$ cat config.mk
export PLATFORM = sky130hd
export DESIGN_NAME = bws_reconv_stack
export DESIGN_NICKNAME = d
export VERILOG_FILES = /design/src/rtl/bws_pkg.sv /design/src/rtl/bws_warp_select.sv /design/src/rtl/bws_warp_scatter.sv /design/src/rtl/bws_warp_census.sv /design/src/rtl/bws_reconv_stack.sv
export SDC_FILE = /design/constraint.sdc
export NUM_CORES = 2
export LEC_CHECK = 0
export CAP_MARGIN = 20
export CORE_ASPECT_RATIO = 1.1
export CORE_MARGIN = 1.5
export CORE_UTILIZATION = 43
export CTS_BUF_LIST = sky130_fd_sc_hd__clkbuf_16
export DETAILED_ROUTE_END_ITERATION = 6
export PLACE_DENSITY = 0.64
export SLEW_MARGIN = 20
export SYNTH_ARGS = -nofsm -noshare
export SYNTH_HDL_FRONTEND = slang
export SYNTH_SLANG_ARGS = --single-unit
$ cat constraint.sdc
create_clock -name clk -period 8.1 [get_ports clk]
set_input_delay 1.215 -clock clk [delete_from_list [all_inputs] [get_ports clk]]
set_output_delay 1.215 -clock clk [all_outputs]
set_load 0.02 [all_outputs]
$ cat src/rtl/bws_pkg.sv
package bws_pkg;

    // Collection phase of the stack controller.
    typedef enum logic {
        PH_RUN    = 1'b0,
        PH_GATHER = 1'b1
    } bws_phase_e;

endpackage

$ cat src/rtl/bws_warp_select.sv
// Picks one warp's slice out of a block-wide mask and gives a one-hot warp select.
module bws_warp_select #(
    parameter int NUM_WARPS = 4,
    parameter int WARP_W    = 8,
    parameter int WID_W     = 2,
    localparam int THREADS  = NUM_WARPS * WARP_W
) (
    input  logic [THREADS-1:0]   mask,
    input  logic [WID_W-1:0]     warp,
    output logic [NUM_WARPS-1:0] sel_oh,
    output logic [WARP_W-1:0]    bits
);

    for (genvar w = 0; w < NUM_WARPS; w++) begin : g_sel
        assign sel_oh[w] = (warp == WID_W'(w));
    end

    always_comb begin
        bits = '0;
        for (int w = 0; w < NUM_WARPS; w++) begin
            if (sel_oh[w]) begin
                bits = bits | mask[w*WARP_W +: WARP_W];
            end
        end
    end

endmodule

$ cat src/rtl/bws_warp_scatter.sv
// Places one warp's lane bits at that warp's position in a block-wide mask.
module bws_warp_scatter #(
    parameter int NUM_WARPS = 4,
    parameter int WARP_W    = 8,
    localparam int THREADS  = NUM_WARPS * WARP_W
) (
    input  logic [NUM_WARPS-1:0] sel_oh,
    input  logic [WARP_W-1:0]    bits,
    output logic [THREADS-1:0]   wide
);

    for (genvar w = 0; w < NUM_WARPS; w++) begin : g_place
        assign wide[w*WARP_W +: WARP_W] = sel_oh[w] ? bits : '0;
    end

endmodule

$ cat src/rtl/bws_warp_census.sv
// Counts the warps that hold at least one live thread in a block-wide mask.
module bws_warp_census #(
    parameter int NUM_WARPS = 4,
    parameter int WARP_W    = 8,
    parameter int CNT_W     = 3,
    localparam int THREADS  = NUM_WARPS * WARP_W
) (
    input  logic [THREADS-1:0] mask,
    output logic [CNT_W-1:0]   live_cnt
);

    logic [NUM_WARPS-1:0] live;

    for (genvar w = 0; w < NUM_WARPS; w++) begin : g_live
        assign live[w] = |mask[w*WARP_W +: WARP_W];
    end

    always_comb begin
        live_cnt = '0;
        for (int w = 0; w < NUM_WARPS; w++) begin
            live_cnt = live_cnt + CNT_W'(live[w]);
        end
    end

endmodule

$ cat src/rtl/bws_reconv_stack.sv
module bws_reconv_stack #(
    parameter int NUM_WARPS = 4,
    parameter int WARP_W    = 8,
    parameter int PC_W      = 16,
    parameter int DEPTH     = 8,
    localparam int THREADS  = NUM_WARPS * WARP_W,
    localparam int WID_W    = (NUM_WARPS > 1) ? $clog2(NUM_WARPS) : 1
) (
    input  logic               clk,
    input  logic               rst_n,
    input  logic               init_valid,
    input  logic [PC_W-1:0]    init_pc,
    input  logic               br_valid,
    input  logic [WID_W-1:0]   br_warp,
    input  logic [WARP_W-1:0]  br_taken,
    input  logic [PC_W-1:0]    br_target_pc,
    input  logic [PC_W-1:0]    br_fallthru_pc,
    input  logic [PC_W-1:0]    br_reconv_pc,
    input  logic               done_valid,
    input  logic [PC_W-1:0]    done_pc,
    output logic               top_valid,
    output logic [PC_W-1:0]    top_pc,
    output logic [THREADS-1:0] top_mask,
    output logic               compact_start,
    output logic               overflow
);
    import bws_pkg::*;

    localparam int SP_W  = $clog2(DEPTH + 1);
    localparam int CNT_W = $clog2(NUM_WARPS + 1);

    typedef struct packed {
        logic [PC_W-1:0]    pc;
        logic [PC_W-1:0]    rpc;
        logic               rpc_ok;
        logic [THREADS-1:0] mask;
    } entry_t;

    typedef struct packed {
        entry_t [DEPTH-1:0]   stk;
        logic [SP_W-1:0]      sp;
        bws_phase_e           ph;
        logic [NUM_WARPS-1:0] arrived;
        logic [CNT_W-1:0]     left;
        logic [THREADS-1:0]   tk;
        logic [THREADS-1:0]   nt;
        logic [PC_W-1:0]      tgt;
        logic [PC_W-1:0]      fall;
        logic [PC_W-1:0]      rpc;
        logic                 pulse;
        logic                 ovf;
    } state_t;

    state_t st_d, st_q;

    // Top level view
    entry_t top_e;
    always_comb begin
        top_e = '0;
        for (int i = 0; i < DEPTH; i++) begin
            if (st_q.sp == SP_W'(i + 1)) begin
                top_e = st_q.stk[i];
            end
        end
    end

    // Per-warp decode of the incoming branch report
    logic [NUM_WARPS-1:0] sel_oh;
    logic [WARP_W-1:0]    act_bits;
    logic [CNT_W-1:0]     live_cnt;
    logic [THREADS-1:0]   tk_add;
    logic [THREADS-1:0]   nt_add;

    bws_warp_select #(.NUM_WARPS(NUM_WARPS), .WARP_W(WARP_W), .WID_W(WID_W)) i_select (
        .mask   (top_e.mask),
        .warp   (br_warp),
        .sel_oh (sel_oh),
        .bits   (act_bits)
    );

    bws_warp_census #(.NUM_WARPS(NUM_WARPS), .WARP_W(WARP_W), .CNT_W(CNT_W)) i_census (
        .mask     (top_e.mask),
        .live_cnt (live_cnt)
    );

    bws_warp_scatter #(.NUM_WARPS(NUM_WARPS), .WARP_W(WARP_W)) i_tk_scatter (
        .sel_oh (sel_oh),
        .bits   (br_taken & act_bits),
        .wide   (tk_add)
    );

    bws_warp_scatter #(.NUM_WARPS(NUM_WARPS), .WARP_W(WARP_W)) i_nt_scatter (
        .sel_oh (sel_oh),
        .bits   (~br_taken & act_bits),
        .wide   (nt_add)
    );

    // Next-state working values
    logic               stack_live;
    logic               gathering;
    logic               accept;
    logic [CNT_W-1:0]   left_now;
    logic [CNT_W-1:0]   left_after;
    logic [THREADS-1:0] tk_new;
    logic [THREADS-1:0] nt_new;
    logic [PC_W-1:0]    use_tgt;
    logic [PC_W-1:0]    use_fall;
    logic [PC_W-1:0]    use_rpc;
    logic               tk_any;
    logic               nt_any;
    logic               merge;
    logic [SP_W:0]      base_w;
    logic [SP_W:0]      tk_idx;
    logic [SP_W:0]      end_w;
    logic               pop_hit;

    always_comb begin
        stack_live = (st_q.sp != '0);
        gathering  = (st_q.ph == PH_GATHER);
        accept     = br_valid && stack_live && (|act_bits) && !(gathering && |(st_q.arrived & sel_oh));
        left_now   = gathering ? st_q.left : live_cnt;
        left_after = left_now - 1'b1;
        tk_new     = (gathering ? st_q.tk : '0) | tk_add;
        nt_new     = (gathering ? st_q.nt : '0) | nt_add;
        use_tgt    = gathering ? st_q.tgt  : br_target_pc;
        use_fall   = gathering ? st_q.fall : br_fallthru_pc;
        use_rpc    = gathering ? st_q.rpc  : br_reconv_pc;
        tk_any     = |tk_new;
        nt_any     = |nt_new;
        merge      = top_e.rpc_ok && (top_e.rpc == use_rpc);
        base_w     = merge ? ({1'b0, st_q.sp} - 1'b1) : {1'b0, st_q.sp};
        tk_idx     = base_w + (SP_W+1)'(nt_any);
        end_w      = tk_idx + (SP_W+1)'(tk_any);
        pop_hit    = top_e.rpc_ok && (done_pc == top_e.rpc);
    end

    always_comb begin
        st_d       = st_q;
        st_d.pulse = 1'b0;

        if (init_valid) begin
            st_d.stk         = '0;
            st_d.stk[0].pc   = init_pc;
            st_d.stk[0].mask = '1;
            st_d.sp          = SP_W'(1);
            st_d.ph          = PH_RUN;
            st_d.arrived     = '0;
            st_d.left        = '0;
            st_d.tk          = '0;
            st_d.nt          = '0;
            st_d.ovf         = 1'b0;
        end else if (accept) begin
            if (left_after != '0) begin
                st_d.ph      = PH_GATHER;
                st_d.arrived = st_q.arrived | sel_oh;
                st_d.left    = left_after;
                st_d.tk      = tk_new;
                st_d.nt      = nt_new;
                st_d.tgt     = use_tgt;
                st_d.fall    = use_fall;
                st_d.rpc     = use_rpc;
            end else begin
                st_d.ph      = PH_RUN;
                st_d.arrived = '0;
                st_d.left    = '0;
                st_d.tk      = '0;
                st_d.nt      = '0;
                if (end_w > (SP_W+1)'(DEPTH)) begin
                    st_d.ovf = 1'b1;
                end else begin
                    for (int i = 0; i < DEPTH; i++) begin
                        if (!merge && st_q.sp == SP_W'(i + 1)) begin
                            st_d.stk[i].pc = use_rpc;
                        end
                        if (nt_any && base_w == (SP_W+1)'(i)) begin
                            st_d.stk[i].pc     = use_fall;
                            st_d.stk[i].rpc    = use_rpc;
                            st_d.stk[i].rpc_ok = 1'b1;
                            st_d.stk[i].mask   = nt_new;
                        end
                        if (tk_any && tk_idx == (SP_W+1)'(i)) begin
                            st_d.stk[i].pc     = use_tgt;
                            st_d.stk[i].rpc    = use_rpc;
                            st_d.stk[i].rpc_ok = 1'b1;
                            st_d.stk[i].mask   = tk_new;
                        end
                    end
                    st_d.sp    = end_w[SP_W-1:0];
                    st_d.pulse = 1'b1;
                end
            end
        end else if (done_valid && !br_valid && stack_live && !gathering) begin
            if (pop_hit) begin
                st_d.sp = st_q.sp - 1'b1;
            end else begin
                for (int i = 0; i < DEPTH; i++) begin
                    if (st_q.sp == SP_W'(i + 1)) begin
                        st_d.stk[i].pc = done_pc;
                    end
                end
            end
        end
    end

    always_ff @(posedge clk or negedge rst_n) begin
        if (!rst_n) begin
            st_q <= '0;
        end else begin
            st_q <= st_d;
        end
    end

    assign top_valid     = (st_q.sp != '0);
    assign top_pc        = top_e.pc;
    assign top_mask      = top_e.mask;
    assign compact_start = st_q.pulse;
    assign overflow      = st_q.ovf;

endmodule

==> impl_metrics.yaml <==
power:
  power.total_w: 0.00880
  peakVddDrop_mv: 0.183
  p_leak_nw: 18.1
  power_density_nw_per_um2: 191
floorplan:
  die_h_um: 325
  fp.dieW_um: 295
  dieArea_um2: 95900
  start_util_pct: 43.6
  num_rows: 117
  pin_count: 146
  core_um2: 92800
logic_synthesis:
  yosysSeqAreaShare_pct: 40.0
  yosysTopAreaCellShare_pct: 40.0
  syn-mean-instance-area_um2: 8.63
  synth-async-reset-ratio_pct: 100
  ys_types: 102
  synth-seq-cells: 646
  syn-cell-area_um2: 40400
  synth_edf_count: 0
  yosysTopAreaCell: "dfrtp_1"
  syn_inst: 4683
  yosys-top-cells-area: "dfrtp_1 40%, nand2_1 6.7%, a21oi_1 5.4%, o211ai_1 4.3%, mux2_2 4.1%"
  synth_nets: 4791
  yosys_most_used_dff: "dfrtp_1"
  ys.warnings.count: 0
cells_and_area:
  num-nets-final: 4762
  drive_gt1_share_pct: 11.9
  n_antenna_cell: 0
  area_growth_pct: 14.0
  finalInstanceArea_um2: 46100
  mostFrequentLayoutCell: "nand2_1"
  final_cell_mix: "720 x nand2_1, 645 x dfrtp_1, 431 x a21oi_1"
sta:
  worstMarginPinSlew_ns: 1.15
  hold_viol_final: 0
  max_freq_mhz: 129
  slew_headroom_pct: 23.6
  finalCritPeriodShare_pct: 95.9
  rsz0062_at_grt: "no"
  finalMaxSlewViolations: 0
  fin_skew_ns: 0.0275
  final.setup.worst_slack_ns: 0.331
  fin_crit_ns: 7.77
  setup_viol: 0
  fin_setup_tns_ns: 0
clock_network:
  hold_buffers: 0
  clock_latency_ns: 0.67
  clk_pin_slew_worst_paths_ns: 0.06
  cts_tree: "yes"
  cts_root_buffer: "clkbuf_16"
  cts_inserted_buffers: 75
  ctsHtreeMaxLevel: 3
  cts_buffer_depth: 3
  cts.sinks: 646
grt:
  grt_max_degree: 170
  track_usage_pct: 34.4
  globalRouteOverflowTotal: 0
  antenna_found_initial: 5
  grt_pass1_vias: 38100
  grt_pass1_wl_um: 249000
job:
  cap_viol_max_count: 0
drt:
  vias: 39000
  first_pass_iters: 6
  route.detailed.drc: 0
  routedWlPerCell_um: 28.3
  antenna_left: 0
  via_per_inst: 6.54
  drt-total-wl_um: 168000
  dr.first_iter.drc_count: 4280
setup_path:
  critPathCaptureType: "flip-flop"
  slowest_stage: "o31ai_1"
  cp_data_arrival_time_ns: 8.25
  worstPathRequired_ns: 8.58
  cp_common_cell: "buf_4"
  critical-path-max-stage-delay_ns: 0.53
  critPathKind: "flip-flop to flip-flop"
  startpoint_type: "flip-flop"
  cp_max_fo: 42
outcome:
  status: "finished clean"
place:
  place_area_um2: 43700
  dp_hpwl_um: 112000
  routabilityCongestion: 1.01
  io_buffers: 145
  place_ws_ns: 0.227
hold_path:
  hold_path_class: "flip-flop to flip-flop"
## synthesized netlist by cell type (35+ instances only)
library cell    n
a211oi_1      161
o211ai_1      229
nand2b_1       76
mux2i_1       164
nand3b_1       59
dfrtp_1       646
a22oi_1        81
buf_1          48
nor2b_1        59
nand2_1       721
o22ai_1        38
buf_2         119
inv_1          43
a22o_1         49
nor3_1         43
o21ai_1        40
mux2_2        148
nor2_1        363
clkbuf_1      281
a21oi_1       434
o21ai_0       227
a221oi_1      121
a211o_1        35
## stage by stage
step	hold slack [ns]	cells	utilization, %
after floorplan	0.440	4683	-
final	0.467	5959	49.7
after detailed placement	0.457	5824	47.1
after global routing	0.492	5959	49.7
after CTS	0.471	5957	49.6
after global placement	0.452	5823	47.1
## power breakdown
part	leakage (nW)	switching (W)	internal, W
sequential	8.62	0.000123	0.00343
clock	1.23	0.00147	0.00189
combinational	8.26	0.00123	0.000655
## kinds of logic (layout without fill, tap and decap cells)
kind of cell / count (synthesis) / after routing / share of synthesized area (%)
xor gates and xnor gates: 39 / 39 / 0.845
muxes: 342 / 342 / 9.31
adders and majority gates: 13 / 13 / 0.421
and+or+nand+nor: 1494 / 1494 / 16.8
DFF: 646 / 646 / 40.0
buffers and inverters: 516 / 543 / 5.46
AOI/OAI and AO/OA: 1633 / 1633 / 27.2
## critical path, delay by kind of cell (launching register included)
family | cells | cell delay, ns
and+or+nand+nor | 9 | 2.24
AOI/OAI and AO/OA | 7 | 1.49
DFF | 1 | 0.47
buffers and inverters | 6 | 1.72
adders and majority gates | 3 | 0.96
muxes | 1 | 0.30
xor gates and xnor gates | 2 | 0.32
## layout make-up
type / count / area [µm²]
Multi-Input combinational cell: 3521 / 22400
Fill cell: 8898 / 46700
Clock inverter: 57 / 428
Timing Repair Buffer: 366 / 3500
Sequential cell: 646 / 16200
Tap cell: 1249 / 1560
Inverter: 44 / 165
Clock buffer: 76 / 1900
## routing by layer
layer | track usage (%) | up-vias | share of wire (%)
li1 | - | 17100 | -
met1 | 42.0 | 19200 | 38
met2 | 54.4 | 2088 | 46
met3 | 6.25 | 632 | 7.6
met4 | 25.1 | 4 | 8.2
met5 | 0 | - | 0.019
## sequential cells by signal (all words and copies together), names as in the netlist
signal,flops
overflow,1
gathering,1
st_q,643
compact_start,1
## path summary, 6_finish.rpt
path	startpoint	end	slack, ns	cells past startpoint
setup / recovery	st_q[122]$_DFFE_PN0P_	st_q[150]$_DFFE_PN0P_	0.33	28
hold / removal	st_q[22]$_DFFE_PN0P_	st_q[22]$_DFFE_PN0P_	0.47	2
setup reg to reg	st_q[122]$_DFFE_PN0P_	st_q[150]$_DFFE_PN0P_	0.33	28
hold reg to reg	st_q[22]$_DFFE_PN0P_	st_q[22]$_DFFE_PN0P_	0.47	2
max in group asynchronous	rst_n	st_q[235]$_DFFE_PN0P_	5.93	2
min in group asynchronous	rst_n	st_q[400]$_DFFE_PN0P_	0.58	1
## repair_timing
| action | 4_1_cts | 5_1_grt |
|---|---|---|
| buffers inserted | 0 | 1 |
| endpoints found under the setup margin | 0 | 65 |
| resized for setup | 0 | 1 |
| hold endpoints to repair | 0 | 0 |
(Power assumes the default switching activity.)
